--- src/rtl/spi_seq_pkg.sv ---
package spi_seq_pkg;

  typedef enum logic [2:0] {
    ST_IDLE,
    ST_LEAD,
    ST_KICK,
    ST_SHIFT,
    ST_TRAIL,
    ST_GAP
  } seq_state_t;

  typedef struct packed {
    logic loadLead;
    logic loadTrail;
    logic loadGap;
    logic countEn;
    logic latchCfg;
    logic selOn;
    logic holdSet;
    logic tickRun;
  } seq_strobe_t;

endpackage

--- src/rtl/spi_seq_ctrl.sv ---
module spi_seq_ctrl
  import spi_seq_pkg::*;
(
  input  logic        clk,
  input  logic        rstN,
  input  logic        enable,
  input  logic        startReq,
  input  logic        engineDone,
  input  logic        cntLast,
  output seq_strobe_t strobe,
  output logic        shiftStart,
  output logic        busy,
  output logic        done
);

  seq_state_t state;
  seq_state_t nextState;

  always_comb begin
    strobe    = '0;
    nextState = state;
    unique case (state)
      ST_IDLE: begin
        if (enable && startReq) begin
          nextState       = ST_LEAD;
          strobe.loadLead = 1'b1;
          strobe.latchCfg = 1'b1;
        end
      end
      ST_LEAD: begin
        strobe.countEn = 1'b1;
        strobe.selOn   = 1'b1;
        if (cntLast) nextState = ST_KICK;
      end
      ST_KICK: begin
        strobe.selOn   = 1'b1;
        strobe.tickRun = 1'b1;
        nextState      = ST_SHIFT;
      end
      ST_SHIFT: begin
        strobe.selOn   = 1'b1;
        strobe.tickRun = 1'b1;
        if (engineDone) begin
          nextState        = ST_TRAIL;
          strobe.loadTrail = 1'b1;
        end
      end
      ST_TRAIL: begin
        strobe.selOn   = 1'b1;
        strobe.countEn = 1'b1;
        if (cntLast) begin
          nextState      = ST_GAP;
          strobe.loadGap = 1'b1;
          strobe.holdSet = 1'b1;
        end
      end
      ST_GAP: begin
        strobe.countEn = 1'b1;
        if (cntLast) nextState = ST_IDLE;
      end
      default: nextState = ST_IDLE;
    endcase
  end

  always_ff @(posedge clk or negedge rstN) begin
    if (!rstN) begin
      state <= ST_IDLE;
      done  <= 1'b0;
    end else begin
      state <= nextState;
      done  <= (state == ST_GAP) && cntLast;
    end
  end

  assign shiftStart = (state == ST_KICK);
  assign busy       = (state != ST_IDLE);

  // start pulse lasts one cycle only
  p_kick_single_r4: assert property (@(posedge clk) disable iff (!rstN)
    shiftStart |=> !shiftStart);

  // done is a single-cycle pulse that follows the gap phase
  p_done_single_r7: assert property (@(posedge clk) disable iff (!rstN)
    done |=> !done);
  p_done_after_gap_r7: assert property (@(posedge clk) disable iff (!rstN)
    $rose(done) |-> $past(state == ST_GAP));

  // busy rises only after an enabled start request
  p_start_gated_r2: assert property (@(posedge clk) disable iff (!rstN)
    $rose(busy) |-> $past(enable && startReq));

endmodule

--- src/rtl/spi_seq_datapath.sv ---
module spi_seq_datapath
  import spi_seq_pkg::*;
#(
  parameter int NUM_SEL = 4,
  parameter int RATE_W  = 8,
  parameter int DLY_W   = 3,
  parameter int DIV_W   = 2
) (
  input  logic                       clk,
  input  logic                       rstN,
  input  seq_strobe_t                strobe,
  input  logic [RATE_W-1:0]          rateVal,
  input  logic [DIV_W-1:0]           divCode,
  input  logic [$clog2(NUM_SEL)-1:0] selIdx,
  input  logic [NUM_SEL-1:0]         selPol,
  input  logic                       keepSel,
  input  logic                       clkPol,
  input  logic                       leadEn,
  input  logic [DLY_W-1:0]           leadVal,
  input  logic                       trailEn,
  input  logic [DLY_W-1:0]           trailVal,
  input  logic                       gapEn,
  input  logic [DLY_W-1:0]           gapVal,
  output logic                       cntLast,
  output logic [NUM_SEL-1:0]         selOut,
  output logic                       sckIdle,
  output logic                       halfTick
);

  localparam int SEL_IDX_W = $clog2(NUM_SEL);
  localparam int DIV_MAX   = (1 << DIV_W) - 1;
  localparam int PERIOD_W  = RATE_W + 2 + DIV_MAX;
  localparam int CNT_W     = PERIOD_W + DLY_W + 2;
  localparam int MULT_W    = DLY_W + 1;

  logic [PERIOD_W-1:0]  halfCycles;
  logic [PERIOD_W-1:0]  periodCycles;
  logic [MULT_W-1:0]    leadMul, trailMul, gapMul;
  logic [CNT_W-1:0]     leadCycles, trailCycles, gapCycles;
  logic [CNT_W-1:0]     dlyCnt;
  logic [PERIOD_W-1:0]  tickCnt;
  logic [SEL_IDX_W-1:0] activeIdx;
  logic                 polLatched;
  logic                 selHeld;
  logic [NUM_SEL-1:0]   actMask;

  // bit period arithmetic
  assign halfCycles   = PERIOD_W'({1'b0, rateVal} + 1'b1) << divCode;
  assign periodCycles = halfCycles << 1;

  assign leadMul  = leadEn  ? MULT_W'({1'b0, leadVal}  + 1'b1) : MULT_W'(1);
  assign trailMul = trailEn ? MULT_W'({1'b0, trailVal} + 1'b1) : MULT_W'(1);
  assign gapMul   = gapEn   ? MULT_W'({1'b0, gapVal}   + 1'b1) : MULT_W'(1);

  assign leadCycles  = CNT_W'(leadMul)  * CNT_W'(periodCycles);
  assign trailCycles = CNT_W'(trailMul) * CNT_W'(periodCycles);
  assign gapCycles   = CNT_W'(gapMul)   * CNT_W'(periodCycles) + CNT_W'(2);

  // phase delay counter
  always_ff @(posedge clk or negedge rstN) begin
    if (!rstN) begin
      dlyCnt <= '0;
    end else if (strobe.loadLead) begin
      dlyCnt <= leadCycles;
    end else if (strobe.loadTrail) begin
      dlyCnt <= trailCycles;
    end else if (strobe.loadGap) begin
      dlyCnt <= gapCycles;
    end else if (strobe.countEn && (dlyCnt != '0)) begin
      dlyCnt <= dlyCnt - 1'b1;
    end
  end

  assign cntLast = (dlyCnt == CNT_W'(1));

  // half-period tick generator during the shift phase
  always_ff @(posedge clk or negedge rstN) begin
    if (!rstN) begin
      tickCnt <= '0;
    end else if (!strobe.tickRun) begin
      tickCnt <= '0;
    end else if (tickCnt == halfCycles - 1'b1) begin
      tickCnt <= '0;
    end else begin
      tickCnt <= tickCnt + 1'b1;
    end
  end

  assign halfTick = strobe.tickRun && (tickCnt == halfCycles - 1'b1);

  // captured per-transfer settings and the hold flag
  always_ff @(posedge clk or negedge rstN) begin
    if (!rstN) begin
      activeIdx  <= '0;
      polLatched <= 1'b0;
      selHeld    <= 1'b0;
    end else begin
      if (strobe.latchCfg) begin
        activeIdx  <= selIdx;
        polLatched <= clkPol;
        selHeld    <= 1'b0;
      end else if (strobe.holdSet) begin
        selHeld    <= keepSel;
      end
    end
  end

  assign actMask = (strobe.selOn || selHeld) ? (NUM_SEL'(1) << activeIdx) : '0;

  for (genvar gi = 0; gi < NUM_SEL; gi++) begin : g_sel
    assign selOut[gi] = actMask[gi] ? selPol[gi] : ~selPol[gi];
  end

  assign sckIdle = strobe.selOn ? polLatched : clkPol;

  // at most one select line at its asserted level
  p_one_line_r3: assert property (@(posedge clk) disable iff (!rstN)
    $onehot0(selOut ~^ selPol));

  // the delay counter never runs dry while a timed phase is active
  p_count_live_r6: assert property (@(posedge clk) disable iff (!rstN)
    strobe.countEn |-> (dlyCnt != '0));

  // ticks are separated by at least the half period
  p_tick_spacing_r5: assert property (@(posedge clk) disable iff (!rstN)
    (halfTick && halfCycles > 1) |=> !halfTick);

endmodule

--- src/rtl/spi_cs_sequencer.sv ---
module spi_cs_sequencer #(
  parameter int NUM_SEL = 4,
  parameter int RATE_W  = 8,
  parameter int DLY_W   = 3,
  parameter int DIV_W   = 2
) (
  input  logic                       clk,
  input  logic                       rstN,
  input  logic                       enable,
  input  logic                       startReq,
  input  logic                       engineDone,
  input  logic [RATE_W-1:0]          rateVal,
  input  logic [DIV_W-1:0]           divCode,
  input  logic [$clog2(NUM_SEL)-1:0] selIdx,
  input  logic [NUM_SEL-1:0]         selPol,
  input  logic                       keepSel,
  input  logic                       clkPol,
  input  logic                       leadEn,
  input  logic [DLY_W-1:0]           leadVal,
  input  logic                       trailEn,
  input  logic [DLY_W-1:0]           trailVal,
  input  logic                       gapEn,
  input  logic [DLY_W-1:0]           gapVal,
  output logic [NUM_SEL-1:0]         selOut,
  output logic                       sckIdle,
  output logic                       shiftStart,
  output logic                       halfTick,
  output logic                       busy,
  output logic                       done
);

  import spi_seq_pkg::*;

  seq_strobe_t strobe;
  logic        cntLast;

  spi_seq_ctrl u_ctrl (
    .clk        (clk),
    .rstN       (rstN),
    .enable     (enable),
    .startReq   (startReq),
    .engineDone (engineDone),
    .cntLast    (cntLast),
    .strobe     (strobe),
    .shiftStart (shiftStart),
    .busy       (busy),
    .done       (done)
  );

  spi_seq_datapath #(
    .NUM_SEL (NUM_SEL),
    .RATE_W  (RATE_W),
    .DLY_W   (DLY_W),
    .DIV_W   (DIV_W)
  ) u_dp (
    .clk      (clk),
    .rstN     (rstN),
    .strobe   (strobe),
    .rateVal  (rateVal),
    .divCode  (divCode),
    .selIdx   (selIdx),
    .selPol   (selPol),
    .keepSel  (keepSel),
    .clkPol   (clkPol),
    .leadEn   (leadEn),
    .leadVal  (leadVal),
    .trailEn  (trailEn),
    .trailVal (trailVal),
    .gapEn    (gapEn),
    .gapVal   (gapVal),
    .cntLast  (cntLast),
    .selOut   (selOut),
    .sckIdle  (sckIdle),
    .halfTick (halfTick)
  );

endmodule

--- config.mk ---
export PLATFORM = sky130hd
export DESIGN_NAME = spi_cs_sequencer
export DESIGN_NICKNAME = d
export VERILOG_FILES = /design/src/rtl/spi_seq_pkg.sv /design/src/rtl/spi_seq_ctrl.sv /design/src/rtl/spi_seq_datapath.sv /design/src/rtl/spi_cs_sequencer.sv
export SDC_FILE = /design/constraint.sdc
export NUM_CORES = 1
export LEC_CHECK = 0
export ABC_AREA = 1
export CELL_PAD_IN_SITES_DETAIL_PLACEMENT = 1
export CELL_PAD_IN_SITES_GLOBAL_PLACEMENT = 1
export CORE_ASPECT_RATIO = 1.5
export CORE_UTILIZATION = 41
export DETAILED_ROUTE_END_ITERATION = 10
export PLACE_DENSITY_LB_ADDON = 0.1
export SYNTH_ARGS = -nofsm -noshare
export SYNTH_HDL_FRONTEND = slang
export SYNTH_HIERARCHICAL = 1
export SYNTH_SLANG_ARGS = --single-unit
--- constraint.sdc ---
create_clock -name clk -period 3.6 [get_ports clk]
set_clock_uncertainty 0.2 [all_clocks]
set_input_delay 0.9 -clock clk [delete_from_list [all_inputs] [get_ports clk]]
set_output_delay 0.9 -clock clk [all_outputs]
set_load 0.02 [all_outputs]
==> results.md <==
* Final non-filler cell total at roughly 1,900
* Largest net degree at the start of global routing at 40
* Core area at around 20,000 sq um
* Fmax at roughly 180 MHz
* CTS Hold Buffers Added at 0
* Design area at 13,000 sq um
* Drt total wl at roughly 55,000 um
* CP Capture Type: register
* CTS tree: yes
* Final Power at 5.15 mW
* Vias per std cell at around 6.4
* IO Pins at between 40 and 50
* Type of origin of the critical path: input pin
* Post-DP Area at 11,000 sq um
* Final min period at approximately 5.5 ns
* Routed len/inst at roughly 30 um
* Placer congestion estimate at 0.938
* Clk root buf: clkbuf_16
* Area grow syn2layout at 57.4%
* Drt pass-1 iters at 5
* CP arrival at between 5 and 6 ns
* First-pass GRT wire length at approximately 63,000 um
* Hold-critical path endpoint: u_dp/polLatched$_DFFE_PN0P_
* Worst slew pin tran at roughly 1.0 ns
* Mapped Nets at 1,450
* Data required, critical path at about 3.6 ns
* Top_reg_cell synth: dfrtp_1
* WS Path Type: in2reg
* Rel. slew slack at 0.314
* Warnings, synthesis at 6
* Syn Area/Cell at ~6.4 sq um
* Initial DRC Count at ~1,200
* Chip width at 118 um
* HPWL Detailed at roughly 27,000 um
* Hold depth at 2
* Hold Vio Cnt, Final at 0
* Most common cell after layout, fill and taps aside: buf_4
* Placed insts at 1,796
* Worst-skew pair later-pin latency at around 0.32 ns
* CP max FO at 8
* Leak pwr at ~6.4 nW
* Netlist Area Pre-Place at 8260 sq um
* Number of flops mapped to enable cells by yosys at 0
* Commonest non-fill, non-tap cells in the layout: 266 x buf_4, 245 x nand2_1, 178 x inv_1
* CTS Sinks at 39
* Vias at 11,981
* Maxcap violations at 0
* RSZ-0062 raised after global routing: yes
* Library cells used by synthesis at 44
* R2R depth at 15
* Residual DRC count at 0
* Final worst-path cycle share at 1.54
* Vias in the first global route at roughly 12,000
* R2R Path Start: u_dp/dlyCnt[13]$_DFFE_PN0P_
* Tot GR Track Use at 0.395
* PwrDens at ~400 nW/um^2
* Die Area at 20,700 sq um
* Max-slew violations at 0
* Worst r2r dst: u_dp/dlyCnt[2]$_DFFE_PN0P_
* Worst R2R Setup Slack at 0.23 ns
* Status: finished, violations left
* Async SR Flop Fraction at 1.00
* Die height at between 150 and 200 um
* WHS at approximately 0.33 ns
* Fill cells at 2,455
* Post-Synthesis Cells at roughly 1,300
* Routed Antenna Nets at 0
* Post-synthesis sequential area ratio at 0.118
* Register bit total from synthesis at 39
* Initial Util at 0.417
* # port buffers at 43
* # H-tree levels at 2
* Standard-cell rows at 63
* Worst-path clk slew at roughly 0.060 ns
* Share of cells above drive strength 1 at 0.409
* Nets@finish at around 1,800
* Peak supply drop at between 0.0002 and 0.00025 V
* Clock tree buffer depth at 2
* Worst min-delay path category: reg2reg
* Num CTS Buffers at 5
* Overflow after GRT at 0
* Failing checks: negative setup slack
* Min-Delay Startpoint: u_dp/polLatched$_DFFE_PN0P_
* Final worst-path setup slack at -1.94 ns
* Setup-failing EPs final at 29
* Initial antenna violation count at 3
==> synth_stat cells, types with 3 or more instances <==
master	count	area, sq um
nand2_1	312	1170
a31oi_1	4	25.0
or2_2	4	25.0
buf_2	5	25.0
fa_1	60	1200
xor2_1	34	298
o21ai_0	49	245
nor2_2	23	144
buf_4	6	45.0
inv_2	8	30.0
ha_1	69	863
o21bai_1	8	60.1
nand4_1	15	93.8
nand3_2	7	70.1
a21o_1	3	22.5
nand2_2	14	87.6
nand2_4	3	33.8
nand3_1	133	666
o211ai_1	4	30.0
a21oi_1	64	320
nand3b_1	3	22.5
dfrtp_1	39	976
nor3_1	14	70.1
o31ai_1	3	22.5
clkinv_1	4	15.0
nor2_4	4	45.0
o21ai_1	5	25.0
o22ai_1	6	37.5
clkbuf_1	17	63.8
inv_1	202	758
xnor2_1	9	78.8
nor4_1	7	43.8
nor2_1	133	499
==> metal layers <==
layer  up-vias  global-route usage  wire [um]
met5         -                   0         81
met4         4               0.338       6980
met3       537              0.0565       5000
met2      1006               0.736      25400
met1      5700               0.379      17100
li1       4734                   -          -
==> worst max-delay path: stages <==
cell and delay, ns:
buf_4 0.11, inv_2 0.06, nor2_4 0.21, buf_4 0.16
nand2_1 0.08, nand3_2 0.11, nand3_1 0.19, nand2_2 0.18
buf_12 0.14, nand2_1 0.10, fa_1 0.70, inv_1 0.12
fa_1 0.52, ha_4 0.32, nand2_1 0.14, nor3_2 0.17
a21oi_2 0.13, o21ai_2 0.19, a21oi_2 0.08, o21bai_1 0.22
nand2_1 0.13, nand2_1 0.12, nand3_2 0.15, nand2_1 0.13
nand2_1 0.11
==> kinds of logic (layout without fill, tap and decap cells) <==
kind of cell             after synthesis  in the layout  share of synthesized area
other                                  0              2                          0
XOR/XNOR                              43             43                     0.0456
adder cells (fa/ha/maj)              129            129                      0.250
flip-flops                            39             39                      0.118
AND/OR/NAND/NOR                      673            673                      0.362
AO/OA/AOI/OAI                        157            157                      0.106
buffers and inverters                245            562                      0.118
==> flip-flops by register name (all words and copies together) (netlist names) <==
signal and flops:
u_dp/polLatched 1, u_ctrl/done 1, u_dp/selHeld 1, u_dp/tickCnt 13, u_ctrl/state 3, u_dp/dlyCnt 18
u_dp/activeIdx 2
==> per-stage QoR <==
step | util | setup TNS, ns | setup WS [ns]
2_1_floorplan | - | -10.22 | -1.00
3_3_place_gp | 0.555 | -33.02 | -2.07
3_5_place_dp | 0.555 | -36.53 | -2.21
4_1_cts | 0.607 | -14.24 | -1.18
5_1_grt | 0.657 | -24.15 | -1.91
6_report | 0.657 | -22.70 | -1.94
==> layout make-up <==
class                   instances  area, sq um  share of cell area
multi-input cells            1002         7900               0.608
repair buffers                338         2810               0.216
flip-flops and latches         39          976              0.0751
inverters                     215          838              0.0645
well taps                     260          325              0.0250
clock buffers                   7          133              0.0102
repair inverters                1         6.26            0.000481
clock inverters                 1         5.00            0.000385
diodes                          2         5.00            0.000385
==> report_power, final <==
group,leakage (nW),switching [mW],internal (mW)
registers,0.507,0.163,0.569
logic,5.84,2.38,1.55
clock network,0.0679,0.228,0.258
==> worst max-delay path by stage <==
stage	startpoint	endpoint	slack (ns)	cells past startpoint
2_1_floorplan	rateVal[0]	u_dp/dlyCnt[14]$_DFFE_PN0P_	-1.00	28
3_3_place_gp	rateVal[0]	u_dp/dlyCnt[15]$_DFFE_PN0P_	-2.07	27
3_5_place_dp	rateVal[0]	u_dp/dlyCnt[15]$_DFFE_PN0P_	-2.21	27
4_1_cts	rateVal[1]	u_dp/dlyCnt[16]$_DFFE_PN0P_	-1.18	26
5_1_grt	rateVal[2]	u_dp/dlyCnt[15]$_DFFE_PN0P_	-1.91	24
6_report	rateVal[2]	u_dp/dlyCnt[15]$_DFFE_PN0P_	-1.94	25
==> repair_timing <==
item                       in CTS  in global routing
gates cloned                    1                  0
buffers inserted               36                 30
gates resized for setup       203                191
setup endpoints to repair      33                 31
pin swaps                     105                103
(Power assumes the default switching activity.)
